==> config.mk <==
export PLATFORM = sky130hd
export DESIGN_NAME = sync_meas
export DESIGN_NICKNAME = d
export VERILOG_FILES = /design/src/rtl/sync_meas_pkg.sv /design/src/rtl/sync_meas_filter.sv /design/src/rtl/sync_meas_chan.sv /design/src/rtl/sync_meas.sv
export SDC_FILE = /design/constraint.sdc
export NUM_CORES = 1
export LEC_CHECK = 0
export BUFFER_PORTS_ARGS = -buffer_cell sky130_fd_sc_hd__clkbuf_2
export CAP_MARGIN = 20
export CORE_MARGIN = 2
export CORE_UTILIZATION = 45
export CTS_CLUSTER_DIAMETER = 30
export DETAILED_ROUTE_END_ITERATION = 10
export GPL_TIMING_DRIVEN = 0
export SLEW_MARGIN = 10
export SYNTH_ARGS = -nofsm -noshare
export SYNTH_HDL_FRONTEND = slang
export SYNTH_SLANG_ARGS = --single-unit
==> constraint.sdc <==
create_clock -name clk_i -period 2 [get_ports clk_i]
set_input_delay 0.4 -clock clk_i [delete_from_list [all_inputs] [get_ports clk_i]]
set_output_delay 0.4 -clock clk_i [all_outputs]
set_load 0.005 [all_outputs]
==> src/rtl/sync_meas_pkg.sv <==
package sync_meas_pkg;
  typedef struct packed {
    logic present;
    logic pol;
  } chan_flags_t;
endpackage

==> src/rtl/sync_meas_filter.sv <==
module sync_meas_filter #(
  parameter int SYNC_STAGES = 2
) (
  input  logic clk_i,
  input  logic rst_ni,
  input  logic sig_i,
  output logic lvl_o,
  output logic rise_o
);
  localparam int MSB = SYNC_STAGES - 1;

  logic [SYNC_STAGES-1:0] sync_q;
  logic prev_q, lvl_q, rise_q;
  logic agree;

  assign agree = (sync_q[MSB] == prev_q);

  always_ff @(posedge clk_i or negedge rst_ni) begin
    if (!rst_ni) begin
      sync_q <= '0;
      prev_q <= 1'b0;
      lvl_q  <= 1'b0;
      rise_q <= 1'b0;
    end else begin
      sync_q <= {sync_q[MSB-1:0], sig_i};
      prev_q <= sync_q[MSB];
      if (agree) lvl_q <= prev_q;
      rise_q <= agree && prev_q && !lvl_q;
    end
  end

  assign lvl_o  = lvl_q;
  assign rise_o = rise_q;
endmodule

==> src/rtl/sync_meas_chan.sv <==
module sync_meas_chan
  import sync_meas_pkg::*;
#(
  parameter int CNT_W = 15,
  parameter int RES_W = 11,
  parameter int WIN   = 64
) (
  input  logic             clk_i,
  input  logic             rst_ni,
  input  logic             lvl_i,
  input  logic             rise_i,
  output logic [RES_W-1:0] res_o,
  output logic             done_o,
  output chan_flags_t      flags_o
);
  localparam int SEG_W = (WIN > 1) ? $clog2(WIN) : 1;
  localparam logic [SEG_W-1:0] SEG_LAST = SEG_W'(WIN - 1);
  localparam logic [CNT_W-1:0] CNT_MAX  = '1;
  localparam logic [CNT_W-1:0] CNT_PRE  = CNT_MAX - CNT_W'(1);

  logic [CNT_W-1:0] cnt_q, hi_q, lo_q;
  logic [SEG_W-1:0] seg_q;
  logic [RES_W-1:0] res_q;
  logic armed_q, done_q, present_q, pol_q;

  always_ff @(posedge clk_i or negedge rst_ni) begin
    if (!rst_ni) begin
      cnt_q     <= '0;
      hi_q      <= '0;
      lo_q      <= '0;
      seg_q     <= '0;
      res_q     <= '0;
      armed_q   <= 1'b0;
      done_q    <= 1'b0;
      present_q <= 1'b0;
      pol_q     <= 1'b0;
    end else begin
      done_q <= 1'b0;
      if (rise_i) begin
        hi_q <= CNT_W'(1);
        lo_q <= '0;
        if (!armed_q) begin
          armed_q <= 1'b1;
          seg_q   <= '0;
          cnt_q   <= CNT_W'(1);
        end else begin
          present_q <= 1'b1;
          pol_q     <= (hi_q < lo_q);
          if (seg_q == SEG_LAST) begin
            res_q  <= cnt_q[CNT_W-1 -: RES_W];
            done_q <= 1'b1;
            seg_q  <= '0;
            cnt_q  <= CNT_W'(1);
          end else begin
            seg_q <= seg_q + SEG_W'(1);
            if (cnt_q != CNT_MAX) cnt_q <= cnt_q + CNT_W'(1);
          end
        end
      end else begin
        if (cnt_q != CNT_MAX) cnt_q <= cnt_q + CNT_W'(1);
        // lost sync: report maximum once, drop presence
        if (cnt_q == CNT_PRE) begin
          res_q     <= '1;
          done_q    <= 1'b1;
          present_q <= 1'b0;
          armed_q   <= 1'b0;
        end
        if (lvl_i) begin
          if (hi_q != CNT_MAX) hi_q <= hi_q + CNT_W'(1);
        end else begin
          if (lo_q != CNT_MAX) lo_q <= lo_q + CNT_W'(1);
        end
      end
    end
  end

  assign res_o           = res_q;
  assign done_o          = done_q;
  assign flags_o.present = present_q;
  assign flags_o.pol     = pol_q;
endmodule

==> src/rtl/sync_meas.sv <==
module sync_meas
  import sync_meas_pkg::*;
#(
  parameter int H_CNT_W     = 15,
  parameter int H_RES_W     = 11,
  parameter int H_WIN       = 64,
  parameter int V_CNT_W     = 14,
  parameter int V_RES_W     = 9,
  parameter int SYNC_STAGES = 2
) (
  input  logic               clk_i,
  input  logic               rst_ni,
  input  logic               hsync_i,
  input  logic               vsync_i,
  input  logic               cvsync_i,
  input  logic               vsel_i,
  input  logic               cv_present_i,
  output logic [H_RES_W-1:0] hperiod_o,
  output logic [V_RES_W-1:0] vperiod_o,
  output logic               h_present_o,
  output logic               v_present_o,
  output logic               h_pol_o,
  output logic               v_pol_o
);
  logic h_lvl, h_rise, v_lvl, v_rise, v_src;
  logic h_done, v_done, h_trig;
  logic [H_RES_W-1:0] h_res, hper_q;
  logic [V_RES_W-1:0] v_res, vper_q;
  chan_flags_t h_flags, v_flags;

  assign v_src = vsel_i ? cvsync_i : vsync_i;

  sync_meas_filter #(.SYNC_STAGES(SYNC_STAGES)) u_hflt (
    .clk_i(clk_i), .rst_ni(rst_ni), .sig_i(hsync_i), .lvl_o(h_lvl), .rise_o(h_rise)
  );

  sync_meas_filter #(.SYNC_STAGES(SYNC_STAGES)) u_vflt (
    .clk_i(clk_i), .rst_ni(rst_ni), .sig_i(v_src), .lvl_o(v_lvl), .rise_o(v_rise)
  );

  sync_meas_chan #(.CNT_W(H_CNT_W), .RES_W(H_RES_W), .WIN(H_WIN)) u_hchan (
    .clk_i(clk_i), .rst_ni(rst_ni), .lvl_i(h_lvl), .rise_i(h_rise),
    .res_o(h_res), .done_o(h_done), .flags_o(h_flags)
  );

  sync_meas_chan #(.CNT_W(V_CNT_W), .RES_W(V_RES_W), .WIN(1)) u_vchan (
    .clk_i(clk_i), .rst_ni(rst_ni), .lvl_i(v_lvl), .rise_i(v_rise),
    .res_o(v_res), .done_o(v_done), .flags_o(v_flags)
  );

  assign v_present_o = vsel_i ? cv_present_i : v_flags.present;
  // frame-locked update when vertical is present, free-running otherwise
  assign h_trig = v_present_o ? v_rise : h_done;

  always_ff @(posedge clk_i or negedge rst_ni) begin
    if (!rst_ni) begin
      hper_q <= '0;
      vper_q <= '0;
    end else begin
      if (h_trig) hper_q <= h_res;
      if (v_done) vper_q <= v_res;
    end
  end

  assign hperiod_o   = hper_q;
  assign vperiod_o   = vper_q;
  assign h_present_o = h_flags.present;
  assign h_pol_o     = h_flags.pol;
  assign v_pol_o     = v_flags.pol;
endmodule

# After elaboration in Yosys (flattened, before gate mapping)
# Index checks and enable logic that the tools add are counted.
# word_totals
latch_bits	0
romBits	0
wordCells	130
regBits	152
n_memories	0
in_bits	7
out_inout_bits	24
mem_bits_rw	0
# classes
n_eq_ne	17
reduce_logical	24
addsub	8
n_div	0
shift	0
bitwise	0
multipliers	0
mux	51
n_lt_le_gt_ge	2
# op_table
cell	n
2-to-1 mux 15 bit	10
2-to-1 mux 14 bit	10
adder 15 x 1 -> 15 bit, second input constant	3
!= test 15 bit, second input constant	3
2-to-1 mux 11 bit	4
adder 14 x 1 -> 14 bit, second input constant	3
!= test 14 bit, second input constant	3
2-to-1 mux 9 bit	4
2-to-1 mux 1 bit	21
AND reduction 2 bit	8
nonzero test 2 bit	8
== test 15 bit, second input constant	1
less-than comparator 15 bit	1
== test 14 bit, second input constant	1
less-than comparator 14 bit	1
2-to-1 mux 6 bit	2
adder 6 x 1 -> 6 bit, second input constant	1
== test 6 bit, second input constant	1
!= test 2 x 1 -> 1 bit, second input constant	3
!= test 2 bit, second input constant	3
AND reduction 3 bit	2
logical AND 1 bit	4
== test 1 bit	2
zero test 1 bit	2
adder 1 bit, second input constant	1

# Depth between registers and ports, before layout
# logic_depth
word_depth	5
mapped_depth	7
ltp_nobuf	7

# Cells and area by module
# From an unflattened synthesis, not the netlist that was laid out.
# hier_totals
cells_unflattened	790
hier_area_um2	8036.5
# modules_own_cells
module	area_each_um2	seq_area_each_um2	n_inst	cells_per_inst
sync_meas_chan at u_hchan	3692.3	1651.6	1	378
sync_meas_chan at u_vchan	3208.1	1376.3	1	351
sync_meas	818.3	500.5	1	45
sync_meas_filter	158.9	125.1	2	8

# Least setup slack after synthesis
# Ideal clock, no wire load.
# synth_timing
path_kind	flip-flop to flip-flop
from	register u_vchan.hi_q[0]
to	register u_vchan.hi_q[3]
slack_ns	0.218
path_buffers	1
arrival_time_ns	1.664
setup_ns	0.118
synth_period_minus_slack_ns	1.782
stages_incl_launch_ff	8
t_required_ns	1.882
cell_sequence	dfrtp_1 ha_1 inv_1 or4_4 buf_6 o211ai_1 xor2_1 nor2_1
# synth_between
elab_chain_len	4
word_cells_on_any_way	7
classes_between	1 x add/sub; 1 x eq/ne; 3 x mux; 2 x reduce/logical
# synth_rtl
element	line_no	source
start, declared	sync_meas_chan.sv:21	logic [CNT_W-1:0] cnt_q, hi_q, lo_q;
start signal, assigned	sync_meas_chan.sv:69	if (hi_q != CNT_MAX) hi_q <= hi_q + CNT_W'(1);
adder 14 x 1 -> 14 bit	sync_meas_chan.sv:69	
2-to-1 mux 14 bit	sync_meas_chan.sv:69	
2-to-1 mux 14 bit	sync_meas_chan.sv:68	if (lvl_i) begin
2-to-1 mux 14 bit	sync_meas_chan.sv:39	if (rise_i) begin
# Several ways; a longest one is shown, not always the timed one. The select of a mux whose other input is x is not followed.
# A chain may end at the register's enable or synchronous reset.

# Final worst setup path
# layout_timing
from	register u_vchan.hi_q[1]
to	register u_vchan.hi_q[5]
# Same word-level chain as after synthesis.

==> results.md <==
- Status: completed
- Clock root buffer: clkbuf_16
- Post-DR vias/cell: 5.51
- CTS H-tree depth: 4
- PortBufs: 30
- CORE AREA: 0.0171 sq mm
- P per Cell Area: 979 mW/mm^2
- First-pass GRT wire length: 27400 microns
- Clock transition at path regs: 0.06 ns
- Die height: 135 microns
- Non-filler instance count after layout: 1051
- Slew margin rel.: 58.9%
- Initial cell density of the core: 45.5%
- Area Growth Syn to Fin: 14.7%
- Clock Sinks: 151
- Vias: 5787
- Top FF cell, synth: dfrtp_1
- Startpoint Class: register
- Warnings, synthesis: 0
- Ys async rst share: 100%
- Worst hold path type: input port to register
- Final worst path period share: 95.7%
- Bufs on Longest Clock Path: 2
- Worst IR Drop VDD: 0.757 mV
- Library cells used by synthesis: 62
- Sequential share of the synthesized area: 48.6%
- Critical Path Source: u_vchan.hi_q[1]
- GP Congestion: 0.855
- Drt total wl: 15900 microns
- Layout cells sized above 1: 15.0%
- Leakage: 4.06 nW
- Inst Count DP: 1018
- Multi-input logic area: 0.00374 sq mm
- Hold Startpoint: hsync_i
- Critical path class: register to register
- Top-Level Pins: 31
- TNS Setup: 0 ns
- Post-synth EDFFs: 0
- Total CTS buffers: 17
- ANT nets after route: 0
- Worst R2R Start: u_vchan.hi_q[1]
- Initial antenna violation count: 0
- Crit Path Max Fanout: 6
- Fin. max-slew vios: 0
- Number of max-cap violations: 0
- Fill cell count: 1567
- Largest net degree at the start of global routing: 108
- Congestion Overflow GR: 0
- DIE WIDTH: 135 microns
- Reg area: 0.00378 sq mm
- FF+latch count, synth: 151
- Inserted Diodes: 0
- RSZ-0062 raised after global routing: true
- Fmax: 522 MHz
- DRT Pass-1 Iters: 5
- WHS: 0.0805 ns
- Min cycle time layout: 1.91 ns
- Num rows: 48
- Critical path required time: 2.31 ns
- Post-route DRC violation count: 0
- Worst Skew: 0.0130 ns
- Slew at the pin closest to its max-slew limit: 0.617 ns
- Post-Syn Area per Cell: 10.2 sq um
- Finished Core Util: 52.2%
- Final Hold Fails: 0
- Total Nets Final: 859
- Mapped Nets: 807
- Worst EP arrival: 2.22 ns
- DP HPWL: 11300 microns
- Finish-stage setup viols: 0
- Clk Latency, worst-skew pair: 0.43 ns
- Initial drt markers: 349
- Die area: 0.0183 sq mm
- CTS tree: yes
- Post-Syn Area: 0.00777 sq mm
- Gr usage total: 18.7%
- Mapped Cells: 762
- Drt wl/cell: 15.2 microns
- Vias in the first global route: 5735
- Crit path capture type: register
==> state kept, by name, indices dropped and copies added (netlist names), 2 cells and up <==
signal / count
vperiod_o: 9
u_hflt.sync_q: 2
u_vflt.sync_q: 2
u_vchan.hi_q: 14
u_vchan.lo_q: 14
u_vchan.cnt_q: 14
u_hchan.res_o: 11
u_vchan.res_o: 9
u_hchan.seg_q: 6
hperiod_o: 11
u_hchan.lo_q: 15
u_hchan.cnt_q: 15
u_hchan.hi_q: 15
==> routing by layer <==
| layer | part of all wire, % | track usage, % | vias up |
|---|---|---|---|
| li1 | - | - | 2814 |
| met1 | 47 | 25.1 | 2863 |
| met2 | 49 | 30.4 | 91 |
| met3 | 3.2 | 4.23 | 19 |
| met4 | 1.2 | 5.67 | 0 |
| met5 | 0 | 0 | - |
==> logic make-up (layout without fill, tap and decap cells) <==
kind of cell / count (synthesis) / in the layout / share of synthesized area (%)
simple gates: 317 / 317 / 21.7
flops: 151 / 151 / 48.6
compound gates: 104 / 104 / 9.18
buf+inv: 66 / 130 / 3.83
xor+xnor: 57 / 57 / 6.43
fa+ha+maj: 38 / 38 / 6.12
mux: 29 / 29 / 4.12
==> cell usage in the layout (no fill, tap or decap), drive strengths merged, types with 6 or more instances in the layout <==
| master | netlist | final |
|---|---|---|
| a31oi | 12 | 12 |
| a211oi | 12 | 12 |
| clkbuf | 19 | 65 |
| nand3 | 53 | 53 |
| dfrtp | 151 | 151 |
| mux2 | 24 | 24 |
| buf | 8 | 11 |
| clkinv | 0 | 7 |
| inv | 39 | 41 |
| a21oi | 22 | 22 |
| xor2 | 23 | 23 |
| nor2 | 89 | 89 |
| nand4 | 23 | 23 |
| and3 | 10 | 10 |
| and2 | 6 | 6 |
| nor2b | 6 | 6 |
| nor3 | 26 | 26 |
| o31a | 11 | 11 |
| nand2 | 53 | 53 |
| and4 | 7 | 7 |
| nor4 | 10 | 10 |
| o21ai | 18 | 18 |
| nand3b | 11 | 11 |
| xnor2 | 34 | 34 |
| ha | 38 | 38 |
==> final timing paths <==
path,endpoint,slack [ns],cells past startpoint
max,u_vchan.hi_q[5],0.09,7
min,u_hflt.sync_q[0],0.08,1
max reg2reg,u_vchan.hi_q[5],0.09,7
min reg2reg,u_hflt.sync_q[1],0.36,0
max in group asynchronous,u_vchan.cnt_q[6],0.69,3
min in group asynchronous,u_vchan.lo_q[10],0.48,2
==> area by class of cell <==
cell class,count,share of cell area [%]
plain buffers,26,1.70
clock buffers,17,4.77
repair buffers,34,2.37
well taps,225,3.16
flip-flops and latches,151,42.4
clock inverters,14,1.98
inverters,39,1.64
multi-input cells,545,42.0
==> power by group <==
group / internal, W / switching, W / leakage [nW]
registers: 0.00342 / 0.000462 / 2.02
logic: 0.000711 / 0.000857 / 1.75
clock network: 0.00197 / 0.00130 / 0.290
total: 0.00610 / 0.00262 / 4.06
==> timing repair <==
action / in CTS / in global routing
hold buffers: 1 / 0
pin swaps: 0 / 1
gates resized for setup: 3 / 13
buffers inserted: 0 / 2
endpoints found under the hold margin: 44 / 0
endpoints found under the setup margin: 16 / 40
==> Yosys cell counts, types with 2 or more instances <==
library cell	count	area, sq um
a41oi_1	3	26.3
mux2i_1	5	50.1
mux2_2	24	270
nand4_1	20	125
nor2_2	2	12.5
a21o_1	5	37.5
nand4_4	2	42.5
dfrtp_1	151	3780
nor3_1	26	130
nor2_1	87	327
buf_2	3	15.0
a31oi_1	12	75.1
buf_6	3	33.8
o21bai_1	2	15.0
ha_1	38	475
o31a_1	11	96.3
nand3_1	52	260
xor2_1	23	201
and2_1	6	37.5
a21oi_1	22	110
a311oi_1	2	17.5
nand2_1	53	199
nor4_4	2	42.5
or3_1	4	25.0
nor3b_1	4	30.0
xnor2_1	34	298
nor2b_1	6	37.5
clkbuf_8	2	27.5
and3_1	8	50.1
o21ai_0	17	85.1
nand3b_1	11	82.6
clkbuf_1	17	63.8
nand4b_1	4	35.0
a211oi_1	12	90.1
inv_1	39	146
o211ai_1	4	30.0
and3_2	2	15.0
and4_1	7	61.3
nand2b_1	4	25.0
nor4_1	8	50.1
o2111ai_1	4	35.0
==> worst max-delay path: stages, from the launching register on <==
cell	delay (ns)
dfrtp_1	0.44
ha_4	0.17
inv_1	0.08
or4_4	0.53
buf_6	0.15
o211ai_1	0.19
xor2_1	0.18
nor2_1	0.06
==> per-stage QoR <==
stage / setup slack, ns / instance area, sq um / total power [W]
global route: -0.00660 / 8910 / 0.00926
CTS: 0.000615 / 8860 / 0.00877
floorplan: 0.218 / 7770 / 0.00496
detailed placement: -0.192 / 8240 / 0.00546
global placement: -2.01 / 8200 / 0.00538
finish: 0.0858 / 8910 / 0.00872
(Power assumes the default switching activity.)
